<file path="src/rtl/lldma_pkg.sv">
`timescale 1ns/1ps
package lldma_pkg;
    localparam int WORD_W        = 32;
    localparam int LNK_CONT_BIT  = 31;
    localparam int LNK_SIZE_BIT  = 30;
    localparam int LNK_OFF_W     = 30;

    localparam logic [2:0] REG_CTRL  = 3'd0;
    localparam logic [2:0] REG_LBASE = 3'd1;
    localparam logic [2:0] REG_LINK  = 3'd2;
    localparam logic [2:0] REG_BASE  = 3'd3;
    localparam logic [2:0] REG_SIZE  = 3'd4;

    localparam int CTRL_RUN_BIT  = 0;
    localparam int CTRL_LIST_BIT = 1;

    typedef enum logic [3:0] {
        ST_IDLE,
        ST_CHECK,
        ST_XFER,
        ST_FETCH_LINK,
        ST_FETCH_BASE,
        ST_FETCH_SIZE,
        ST_DONE,
        ST_ERROR
    } lldma_state_e;
endpackage

</file>
<file path="src/rtl/lldma_cfg_regs.sv">
`timescale 1ns/1ps
module lldma_cfg_regs
    import lldma_pkg::*;
#(
    parameter int ADDR_W = 32
) (
    input  logic              clk,
    input  logic              rst_n,
    input  logic              cfg_we_i,
    input  logic [2:0]        cfg_addr_i,
    input  logic [WORD_W-1:0] cfg_wdata_i,
    input  logic              open_i,
    input  logic              ld_link_i,
    input  logic              ld_base_i,
    input  logic              ld_size_i,
    input  logic [WORD_W-1:0] rd_data_i,
    output logic [ADDR_W-1:0] list_base_o,
    output logic [WORD_W-1:0] link_o,
    output logic [ADDR_W-1:0] base_o,
    output logic [WORD_W-1:0] size_o,
    output logic              start_o,
    output logic              start_list_o,
    output logic              stop_o
);
    logic ctrl_wr;

    assign ctrl_wr      = cfg_we_i && (cfg_addr_i == REG_CTRL);
    assign stop_o       = ctrl_wr && (cfg_wdata_i == '0);
    assign start_o      = ctrl_wr && cfg_wdata_i[CTRL_RUN_BIT];
    assign start_list_o = cfg_wdata_i[CTRL_LIST_BIT];

    always_ff @(posedge clk or negedge rst_n) begin
        if (!rst_n) begin
            list_base_o <= '0;
            link_o      <= '0;
            base_o      <= '0;
            size_o      <= '0;
        end else begin
            if (ld_link_i) link_o <= rd_data_i;
            if (ld_base_i) base_o <= rd_data_i[ADDR_W-1:0];
            if (ld_size_i) size_o <= rd_data_i;
            if (cfg_we_i && open_i) begin
                unique case (cfg_addr_i)
                    REG_LBASE: list_base_o <= cfg_wdata_i[ADDR_W-1:0];
                    REG_LINK:  link_o      <= cfg_wdata_i;
                    REG_BASE:  base_o      <= cfg_wdata_i[ADDR_W-1:0];
                    REG_SIZE:  size_o      <= cfg_wdata_i;
                    default:   ;
                endcase
            end
        end
    end
endmodule

</file>
<file path="src/rtl/lldma_buf_check.sv">
`timescale 1ns/1ps
module lldma_buf_check
    import lldma_pkg::*;
#(
    parameter int ADDR_W  = 32,
    parameter int BLK_LG2 = 5
) (
    input  logic [ADDR_W-1:0] base_i,
    input  logic [WORD_W-1:0] len_i,
    input  logic              last_i,
    output logic              addr_ok_o,
    output logic              len_ok_o
);
    localparam logic [ADDR_W-1:0] WORD_MASK = ADDR_W'(3);
    localparam logic [WORD_W-1:0] BLK_MASK  = WORD_W'((64'd1 << BLK_LG2) - 64'd1);

    assign addr_ok_o = ((base_i & WORD_MASK) == '0);
    assign len_ok_o  = last_i || ((len_i & BLK_MASK) == '0);
endmodule

</file>
<file path="src/rtl/lldma_fsm.sv">
`timescale 1ns/1ps
module lldma_fsm
    import lldma_pkg::*;
#(
    parameter int ADDR_W = 32
) (
    input  logic              clk,
    input  logic              rst_n,
    input  logic              start_i,
    input  logic              start_list_i,
    input  logic              stop_i,
    input  logic [WORD_W-1:0] link_i,
    input  logic [ADDR_W-1:0] list_base_i,
    input  logic              addr_ok_i,
    input  logic              len_ok_i,
    input  logic              xfer_done_i,
    input  logic              rd_valid_i,
    output logic              rd_req_o,
    output logic [ADDR_W-1:0] rd_addr_o,
    output logic              xfer_req_o,
    output logic              last_o,
    output logic              open_o,
    output logic              busy_o,
    output logic              done_o,
    output logic              err_o,
    output logic              ld_link_o,
    output logic              ld_base_o,
    output logic              ld_size_o
);
    lldma_state_e      state_q, state_nx;
    logic              ll_mode_q;
    logic              upd_size_q;
    logic [ADDR_W-1:0] desc_ptr_q;
    logic              at_rest;

    assign at_rest = (state_q == ST_IDLE) || (state_q == ST_DONE) || (state_q == ST_ERROR);
    assign last_o  = !ll_mode_q || !link_i[LNK_CONT_BIT];

    // state register and the per-chain bookkeeping it carries
    always_ff @(posedge clk or negedge rst_n) begin
        if (!rst_n) begin
            state_q    <= ST_IDLE;
            ll_mode_q  <= 1'b0;
            upd_size_q <= 1'b0;
            desc_ptr_q <= '0;
        end else begin
            state_q <= state_nx;
            if (at_rest && start_i && !stop_i)
                ll_mode_q <= start_list_i;
            if ((state_q == ST_XFER) && xfer_done_i && !last_o) begin
                desc_ptr_q <= list_base_i + ADDR_W'(link_i[LNK_OFF_W-1:0]);
                upd_size_q <= link_i[LNK_SIZE_BIT];
            end
        end
    end

    always_comb begin
        state_nx = state_q;
        unique case (state_q)
            ST_IDLE, ST_DONE, ST_ERROR: begin
                if (stop_i)       state_nx = ST_IDLE;
                else if (start_i) state_nx = ST_CHECK;
            end
            ST_CHECK: begin
                if (stop_i)                       state_nx = ST_IDLE;
                else if (!addr_ok_i || !len_ok_i) state_nx = ST_ERROR;
                else                              state_nx = ST_XFER;
            end
            ST_XFER: begin
                if (stop_i)           state_nx = ST_IDLE;
                else if (xfer_done_i) state_nx = last_o ? ST_DONE : ST_FETCH_LINK;
            end
            ST_FETCH_LINK: begin
                if (stop_i)          state_nx = ST_IDLE;
                else if (rd_valid_i) state_nx = ST_FETCH_BASE;
            end
            ST_FETCH_BASE: begin
                if (stop_i)          state_nx = ST_IDLE;
                else if (rd_valid_i) state_nx = upd_size_q ? ST_FETCH_SIZE : ST_CHECK;
            end
            ST_FETCH_SIZE: begin
                if (stop_i)          state_nx = ST_IDLE;
                else if (rd_valid_i) state_nx = ST_CHECK;
            end
            default: state_nx = ST_IDLE;
        endcase
    end

    always_comb begin
        rd_req_o   = 1'b0;
        rd_addr_o  = desc_ptr_q;
        xfer_req_o = 1'b0;
        busy_o     = 1'b1;
        done_o     = 1'b0;
        err_o      = 1'b0;
        open_o     = 1'b0;
        ld_link_o  = 1'b0;
        ld_base_o  = 1'b0;
        ld_size_o  = 1'b0;
        unique case (state_q)
            ST_IDLE: begin
                busy_o = 1'b0;
                open_o = 1'b1;
            end
            ST_DONE: begin
                busy_o = 1'b0;
                open_o = 1'b1;
                done_o = 1'b1;
            end
            ST_ERROR: begin
                busy_o = 1'b0;
                open_o = 1'b1;
                err_o  = 1'b1;
            end
            ST_CHECK: ;
            ST_XFER: xfer_req_o = 1'b1;
            ST_FETCH_LINK: begin
                rd_req_o  = 1'b1;
                ld_link_o = rd_valid_i;
            end
            ST_FETCH_BASE: begin
                rd_req_o  = 1'b1;
                rd_addr_o = desc_ptr_q + ADDR_W'(4);
                ld_base_o = rd_valid_i;
            end
            ST_FETCH_SIZE: begin
                rd_req_o  = 1'b1;
                rd_addr_o = desc_ptr_q + ADDR_W'(8);
                ld_size_o = rd_valid_i;
            end
            default: busy_o = 1'b0;
        endcase
    end


    rd_hold_chk: assert property (@(posedge clk) disable iff (!rst_n)
        rd_req_o && !rd_valid_i && !stop_i |=> rd_req_o && $stable(rd_addr_o));


    no_overlap_chk: assert property (@(posedge clk) disable iff (!rst_n)
        !(rd_req_o && xfer_req_o));


    stop_idle_chk: assert property (@(posedge clk) disable iff (!rst_n)
        stop_i |=> !busy_o && !done_o && !err_o && !rd_req_o && !xfer_req_o);


    flag_excl_chk: assert property (@(posedge clk) disable iff (!rst_n)
        !(done_o && err_o) && !(busy_o && (done_o || err_o)));
endmodule

</file>
<file path="src/rtl/lldma_engine.sv">
`timescale 1ns/1ps
module lldma_engine
    import lldma_pkg::*;
#(
    parameter int ADDR_W  = 32,
    parameter int BLK_LG2 = 5
) (
    input  logic              clk,
    input  logic              rst_n,
    input  logic              cfg_we,
    input  logic [2:0]        cfg_addr,
    input  logic [31:0]       cfg_wdata,
    output logic              rd_req,
    output logic [ADDR_W-1:0] rd_addr,
    input  logic              rd_valid,
    input  logic [31:0]       rd_data,
    output logic              xfer_req,
    output logic [ADDR_W-1:0] xfer_addr,
    output logic [31:0]       xfer_len,
    input  logic              xfer_done,
    output logic              busy,
    output logic              done,
    output logic              error
);
    logic [ADDR_W-1:0] list_base, base_q;
    logic [WORD_W-1:0] link_q, size_q;
    logic start, start_list, stop, open, last;
    logic addr_ok, len_ok, ld_link, ld_base, ld_size;

    lldma_cfg_regs #(.ADDR_W(ADDR_W)) u_regs (
        .clk(clk), .rst_n(rst_n),
        .cfg_we_i(cfg_we), .cfg_addr_i(cfg_addr), .cfg_wdata_i(cfg_wdata),
        .open_i(open), .ld_link_i(ld_link), .ld_base_i(ld_base), .ld_size_i(ld_size),
        .rd_data_i(rd_data),
        .list_base_o(list_base), .link_o(link_q), .base_o(base_q), .size_o(size_q),
        .start_o(start), .start_list_o(start_list), .stop_o(stop)
    );

    lldma_buf_check #(.ADDR_W(ADDR_W), .BLK_LG2(BLK_LG2)) u_chk (
        .base_i(base_q), .len_i(size_q), .last_i(last),
        .addr_ok_o(addr_ok), .len_ok_o(len_ok)
    );

    lldma_fsm #(.ADDR_W(ADDR_W)) u_fsm (
        .clk(clk), .rst_n(rst_n),
        .start_i(start), .start_list_i(start_list), .stop_i(stop),
        .link_i(link_q), .list_base_i(list_base),
        .addr_ok_i(addr_ok), .len_ok_i(len_ok),
        .xfer_done_i(xfer_done), .rd_valid_i(rd_valid),
        .rd_req_o(rd_req), .rd_addr_o(rd_addr), .xfer_req_o(xfer_req),
        .last_o(last), .open_o(open),
        .busy_o(busy), .done_o(done), .err_o(error),
        .ld_link_o(ld_link), .ld_base_o(ld_base), .ld_size_o(ld_size)
    );

    assign xfer_addr = base_q;
    assign xfer_len  = size_q;


    xfer_hold_chk: assert property (@(posedge clk) disable iff (!rst_n)
        xfer_req && !xfer_done && !stop |=> xfer_req && $stable(xfer_addr) && $stable(xfer_len));


    fetch_after_done_chk: assert property (@(posedge clk) disable iff (!rst_n)
        $rose(rd_req) |-> $past(xfer_done));


    xfer_aligned_chk: assert property (@(posedge clk) disable iff (!rst_n)
        xfer_req |-> (xfer_addr[1:0] == 2'b00));
endmodule

</file>
<file path="config.mk">
export PLATFORM = sky130hd
export DESIGN_NAME = lldma_engine
export DESIGN_NICKNAME = d
export VERILOG_FILES = /design/src/rtl/lldma_pkg.sv /design/src/rtl/lldma_cfg_regs.sv /design/src/rtl/lldma_buf_check.sv /design/src/rtl/lldma_fsm.sv /design/src/rtl/lldma_engine.sv
export SDC_FILE = /design/constraint.sdc
export NUM_CORES = 1
export LEC_CHECK = 0
export BUFFER_PORTS_ARGS = -buffer_cell sky130_fd_sc_hd__buf_2
export CORE_MARGIN = 2
export CORE_UTILIZATION = 30
export CTS_CLUSTER_SIZE = 30
export DETAILED_ROUTE_END_ITERATION = 7
export GPL_TIMING_DRIVEN = 0
export SLEW_MARGIN = 15
export SYNTH_ARGS = -nofsm -noshare
export SYNTH_HDL_FRONTEND = slang
export SYNTH_SLANG_ARGS = --single-unit
</file>
<file path="constraint.sdc">
create_clock -name clk -period 3.5 [get_ports clk]
set_input_delay 0.7 -clock clk [delete_from_list [all_inputs] [get_ports clk]]
set_output_delay 0.7 -clock clk [all_outputs]
set_load 0.01 [all_outputs]
</file>
### After elaboration in Yosys (flattened, before gate mapping)

Cells that the tools add are included.

* reduce and logical (&&, ||, !) cells: 29
* equality and inequality tests: 16
* mux-type cells: 34
* add/sub/neg operators: 3

Operators by type and width (number)
* $mux W32: 9
* $logic_not A32 Y1: 3
* $pmux W32 S2: 1
* $mux W4: 11
* $add A32 B3 Y32 const B: 1
* $add A32 B30 Y32: 1
* $add A32 B4 Y32 const B: 1
* $pmux W4 S6: 1
* $eq A4 B3 Y1 const B: 4
* $ne A3 B2 Y1 const B: 4
* $mux W1: 9
* $mux W3: 3
* $eq A4 B2 Y1 const B: 2
* $logic_and A1 B1 Y1: 8
* $eq A3 B2 Y1 const B: 2
* $logic_not A1 Y1: 6
* $reduce_or A3 Y1: 2
* $logic_or A1 B1 Y1: 5
* $reduce_and A5 Y1: 1
* $reduce_or A5 Y1: 1
* $eq A4 B1 Y1 const B: 1
* $logic_not A4 Y1: 1
* $eq A3 B1 Y1 const B: 1
* $eq A3 B3 Y1 const B: 1
* 3 further kinds: 3

* bits in registers: 166
* word-level logic and storage cells: 90
* output and inout port bits: 101

### Logic depth before layout (Yosys ltp)

* depth in word-level cells: 8
* gate-level depth with buffers: 9
* mapped depth without buffers: 9

### Cells and area by module

A second synthesis with hierarchy kept.

* cell total of the unflattened synthesis: 884
* area, all modules: 9867.0 µm²

By module, submodules not included
* lldma_cfg_regs: sequential area each 3203.1 µm², cells each 399, instances 1, area each 6007.0 µm²
* lldma_fsm: sequential area each 925.9 µm², cells each 482, instances 1, area each 3841.2 µm²
* lldma_buf_check: sequential area each 0.0 µm², cells each 3, instances 1, area each 18.8 µm²

### Least setup slack after synthesis

Ideal clock, no wire load.

* path kind: flip-flop to output port
* start point: reg u_fsm.desc_ptr_q[8]
* end point: out rd_addr[31]
* data required time: 2800 ps
* path slack: 963 ps
* buffers on the path: 0
* cell stages (with the launch flop): 7
* arrival: 1837 ps
* cells stage by stage: dfrtp_1 > and4_1 > and3_1 > and3_1 > nand2_1 > or4_1 > xnor2_1

* cells in the longest elaborated chain, start to end: 2

RTL lines
* start: declaration: RTL line lldma_fsm.sv:33 `logic [ADDR_W-1:0] desc_ptr_q;`
* start signal: assignment: RTL line lldma_fsm.sv:51 `desc_ptr_q <= list_base_i + ADDR_W'(link_i[LNK_OFF_W-1:0]);`
* $add A32 B4 Y32 / $add A32 B3 Y32 (equally long branches): RTL line lldma_fsm.sv:128, lldma_fsm.sv:123
* $pmux W32 S2 (*): RTL line lldma_fsm.sv:100 `unique case (state_q)`
* end: declaration: RTL line lldma_engine.sv:14 `output logic [ADDR_W-1:0] rd_addr,`

Mark *: on every way between the ends. The rest lies on a longest branch, timed or not.

### Final worst setup path

* start point: reg u_fsm.state_q[1]
* end point: out rd_addr[24]

* cells in the longest elaborated chain, start to end: 2

RTL lines
* start: declaration: RTL line lldma_fsm.sv:30 `lldma_state_e state_q, state_nx;`
* start signal: assignment: RTL line lldma_fsm.sv:47 `state_q <= state_nx;`
* $eq A4 B3 Y1: RTL line lldma_fsm.sv:100
* $pmux W32 S2 (*): RTL line lldma_fsm.sv:100

Marked as above.

==> metrics list <==
- The flow ran to the end, and the final reports show no timing, DRC or antenna violations.
* Area used by sequential logic in the layout: 4130 sq um
* Portion of the clock cycle consumed by the worst path in the final layout: 0.927
* Hold slack final: slightly below 0.3 ns
- Count of synthesis-stage warnings from yosys: 0
* CP bufs+invs: 2
- Endpoint of the lowest-slack register-to-register path: u_fsm.desc_ptr_q[26]$_DFFE_PN0P_
- Hold Vio Cnt, Final: 0
- The worst setup path is of the reg -> out kind.
* Cells after synthesis: 1001
* Filler instances: 3148
- In this design, the stage delay of the slowest critical-path cell is 0.36 ns.
* Multi-input combinational cell area: 5060 sq um
* Power dissipated by switching net loads: approximately 4800 uW
* Launching element type of the critical path: flip-flop
- Counting every net in the synthesized netlist gives 1106.
* Sum of negative setup slack: 0 ns
* Internal reg-to-reg setup slack: 0.63 ns
- List of cells traversed by the critical path: clkbuf_2 > nand2b_1 > nor3b_2 > and2_1 > nand2b_1 > or2_2 > xnor2_1 > buf_2
- Post-synthesis to final-layout area growth: 21.6%
- Headroom to the max-slew limit came out at 0.287.
- Dividing the detail-routed via count by the number of cells gives 5.15.
- Transition time at the pin with the least slew margin: 1.06 ns
* Launch point of the worst reg-to-reg path: u_regs.link_o[0]$_DFF_PN0_
- Of the total synthesized cell area, the portion taken by XOR and XNOR cells is 0.0481.
- Share of synthesized registers carrying an async set or reset: 1.00
* Flip-flop and latch count after synthesis: around 170
* Final period demand of the worst path: about 3.2 ns
- Count of antenna-violating nets left after detailed routing: 0
- Of all nets on the critical path, the largest fanout is 8.
- Number of cell instances on the worst register-to-register path: 9
* Number of cell rows: 65
- Sequential share of the synthesized area: 0.436
- Dominant combinational cell family by area after synthesis: simple AND/OR/NAND/NOR gates
* Number of remaining DRC errors: 0
- The tree is rooted in a clkbuf_16.
- Average instance area after synthesis: 9.45 sq um
- Of the total power, registers draw 0.322.
- At the end of routability-driven placement, the weighted congestion stood at 0.891.
* Synthesized-area fraction occupied by and/or/nand/nor cells: 0.155
- The die covers 33000 sq um.
- Hold-fix buffers, CTS: 0
- TritonCTS clock tree: built
- Summed instance area of the synthesized netlist: approximately 9500 sq um
- Vias in the first global route: between 7000 and 8000
- Net count of the finished layout: 1299
- Summed over all instances, the cell type with the most area after synthesis is dfrtp_1.
- In this design, the critical path's most frequently occurring cell is nand2b_1.
* Cell Int Power: 6190 uW
- For this block, the initial DRC count from the detailed router was 623.
- Num CTS Buffers: 17
* Fraction of final layout cells with drive strength greater than 1: 0.223
* Maximum ir drop on the vdd rail: just under 400 uV
- Clock-pin transition on the worst setup and hold timing paths: 0.08 ns
- Summed over all nets, the half-perimeter wirelength after detailed placement is between 20000 and 25000 um.
- Clock tree buffer depth: 2
- Counting distinct cell types in the post-synthesis netlist gives 66.
- Of the total synthesized cell area, the portion taken by full adders, half adders and majority gates is 0.0444.
- Antenna violations before repair: 3
* Combinational power share: 0.501
- Summed over all cells, the static leakage comes to 0.00544 uW.
- Clock network latency to the later pin of the worst-skew pair: between 0.4 and 0.5 ns
- Fraction of the mapped netlist area in compound gates: 0.143
- Y dimension of the die: ~180 um
- Dividing the detail-routed wire length by the instance count gives ~18 um.
* Achievable Freq: slightly above 300 MHz
- After floorplanning, the core was sized to cover 31300 sq um.
- RSZ-0062 raised after global routing: no
- Most common cell after layout, fill and taps aside: buf_2
* Htree depth: 4
- After synthesis, the cell types taking the most area are dfrtp_1, mux2i_1, o21ai_0.
- Entering global routing, the biggest net connects about 100 pins.
- Clock tree synthesis found a total of 165 sinks.
- Die Wd: 182 um
- Multiplexer area fraction after synthesis: 0.142
- Commonest cells after routing, fill and taps aside: buf_2, nand2_1, dfrtp_1
- Power density relative to cell area: 953 nW/um^2
- For this configuration, the core starts out at a cell density of 0.302.
* Clk network pwr share: 0.177
- Tightest Hold Check Type: in -> async
- Max-cap violations in this run came to 0.
- Summing over every cut layer, the via total after detailed routing is roughly 8300.
- The clock arrives with about 0.017 ns of skew.
- For the worst setup path, the data required time is ~2.8 ns.
- Across every metal layer, demand over resource in global routing totals 0.182.
* Global-route wire length before repair: 46900 um
* Ports: around 170
* Setup-failing EPs final: 0
- Number of flops mapped to enable cells by yosys: 0
* Number of detailed-route iterations in the first pass: 5
* Arrival time at the worst endpoint: roughly 2.5 ns
* Cell count after placement: 1577
- Total congestion overflow: 0
* Final wirelength: 29800 um
- The slowest stage of the critical path is the dfrtp_1 cell.
* Top cell type's share of synthesized area: 0.436
* Count of port buffers added during placement: 172
* Finished Layout Cells: 1610
- The number of slew-limit violations in the final report is 0.
* Net Sw Frac: 0.436
- The kind of cell with the highest combined delay along the critical path is simple AND/OR/NAND/NOR gates.
- Buffers added to address setup during post-CTS repair amount to 0.
* Prevailing post-synth register cell: dfrtp_1
- STA classifies the critical path endpoint as an output pin.
==> power by group through the flow <==
stage / registers [uW] / logic (uW) / clock network (uW)
final: 3530 / 5490 / 1940
after global placement: 3540 / 5370 / 0
after floorplan: 3530 / 3570 / 0
after global routing: 3660 / 6110 / 2050
after CTS: 3530 / 5490 / 1970
after detailed placement: 3550 / 5460 / 0
==> logic make-up (layout without fill, tap and decap cells) <==
family          after synthesis  in the layout
simple gates                315            315
compound gates              238            238
flops                       165            165
mux                         130            130
buf+inv                      68            274
xor+xnor                     52             52
fa+ha+maj                    33             33
other cells                   0              1
==> routing by layer <==
metal,vias to the layer above,track usage,routed length (um)
li1,3970,-,-
met4,2,0.0621,747
met3,43,0.0409,1780
met1,4023,0.250,13900
met5,-,0,13
met2,259,0.284,13400
==> sequential cells by signal, indices dropped and copies added (netlist names) <==
signal              count
u_fsm.desc_ptr_q       32
u_regs.base_o          32
u_regs.link_o          32
u_regs.list_base_o     32
u_regs.size_o          32
u_fsm.state_q           3
u_fsm.ll_mode_q         1
u_fsm.upd_size_q        1
==> per-stage QoR <==
stage          total power, uW  utilization  setup WS, ns  cell area (sq um)
6_report                 11000        0.368         0.257              11500
3_5_place_dp              9010        0.348         0.466              10900
3_3_place_gp              8900        0.346         -1.00              10800
4_1_cts                  11000        0.367        0.0173              11500
5_1_grt                  11800        0.367        0.0280              11500
2_1_floorplan             7100            -         0.963               9460
==> final cells by class <==
class                      count  share of cell area
multi-input combinational    768               0.439
sequential                   165               0.359
timing repair buffer         174              0.0805
tap                          402              0.0437
clock buffer                  18              0.0373
buffer                        56              0.0217
clock inverter                14              0.0144
inverter                      12             0.00391
antenna                        1            0.000217
==> cell usage after synthesis (2+ instances only) <==
master and instances:
clkbuf_1 34, a21oi_1 39, ha_1 32, o211ai_1 8, nor3_1 13, nor4_1 11
buf_2 16, a21boi_0 2, o221ai_1 3, nand2b_1 5, nor2b_1 7, mux2i_1 97
and3_1 11, o21ai_1 4, buf_4 3, and2_1 3, a21o_1 7, mux2_2 33
nor3b_1 6, nand2_1 179, nor4b_1 2, o21bai_1 5, xnor2_1 33, o21a_1 5
xor2_1 19, inv_1 11, a211oi_1 4, nor2_1 27, or3_1 2, nand3_1 20
a31oi_1 7, nand3b_1 2, a41oi_1 2, o22ai_1 2, nand4_1 14, dfrtp_1 165
and4_1 3, o21ai_0 137
==> what timing repair did <==
action,4_1_cts,5_1_grt
pin swaps,1,0
endpoints found under the setup margin,1,3
resized for setup,1,3
==> worst max path at each step <==
stage,start,endpoint,slack (ns),cells past startpoint
6_report,u_fsm.state_q[1]$_DFFE_PN0P_,rd_addr[24],0.26,8
4_1_cts,u_fsm.state_q[1]$_DFFE_PN0P_,rd_addr[24],0.02,8
3_3_place_gp,rst_n,u_regs.base_o[8]$_DFF_PN0_,-1.00,1
2_1_floorplan,u_fsm.desc_ptr_q[8]$_DFFE_PN0P_,rd_addr[31],0.96,6
5_1_grt,u_fsm.state_q[1]$_DFFE_PN0P_,rd_addr[24],0.03,8
3_5_place_dp,u_fsm.state_q[2]$_DFFE_PN0P_,rd_addr[31],0.47,8
No activity file was read; power rests on OpenSTA's default activity.
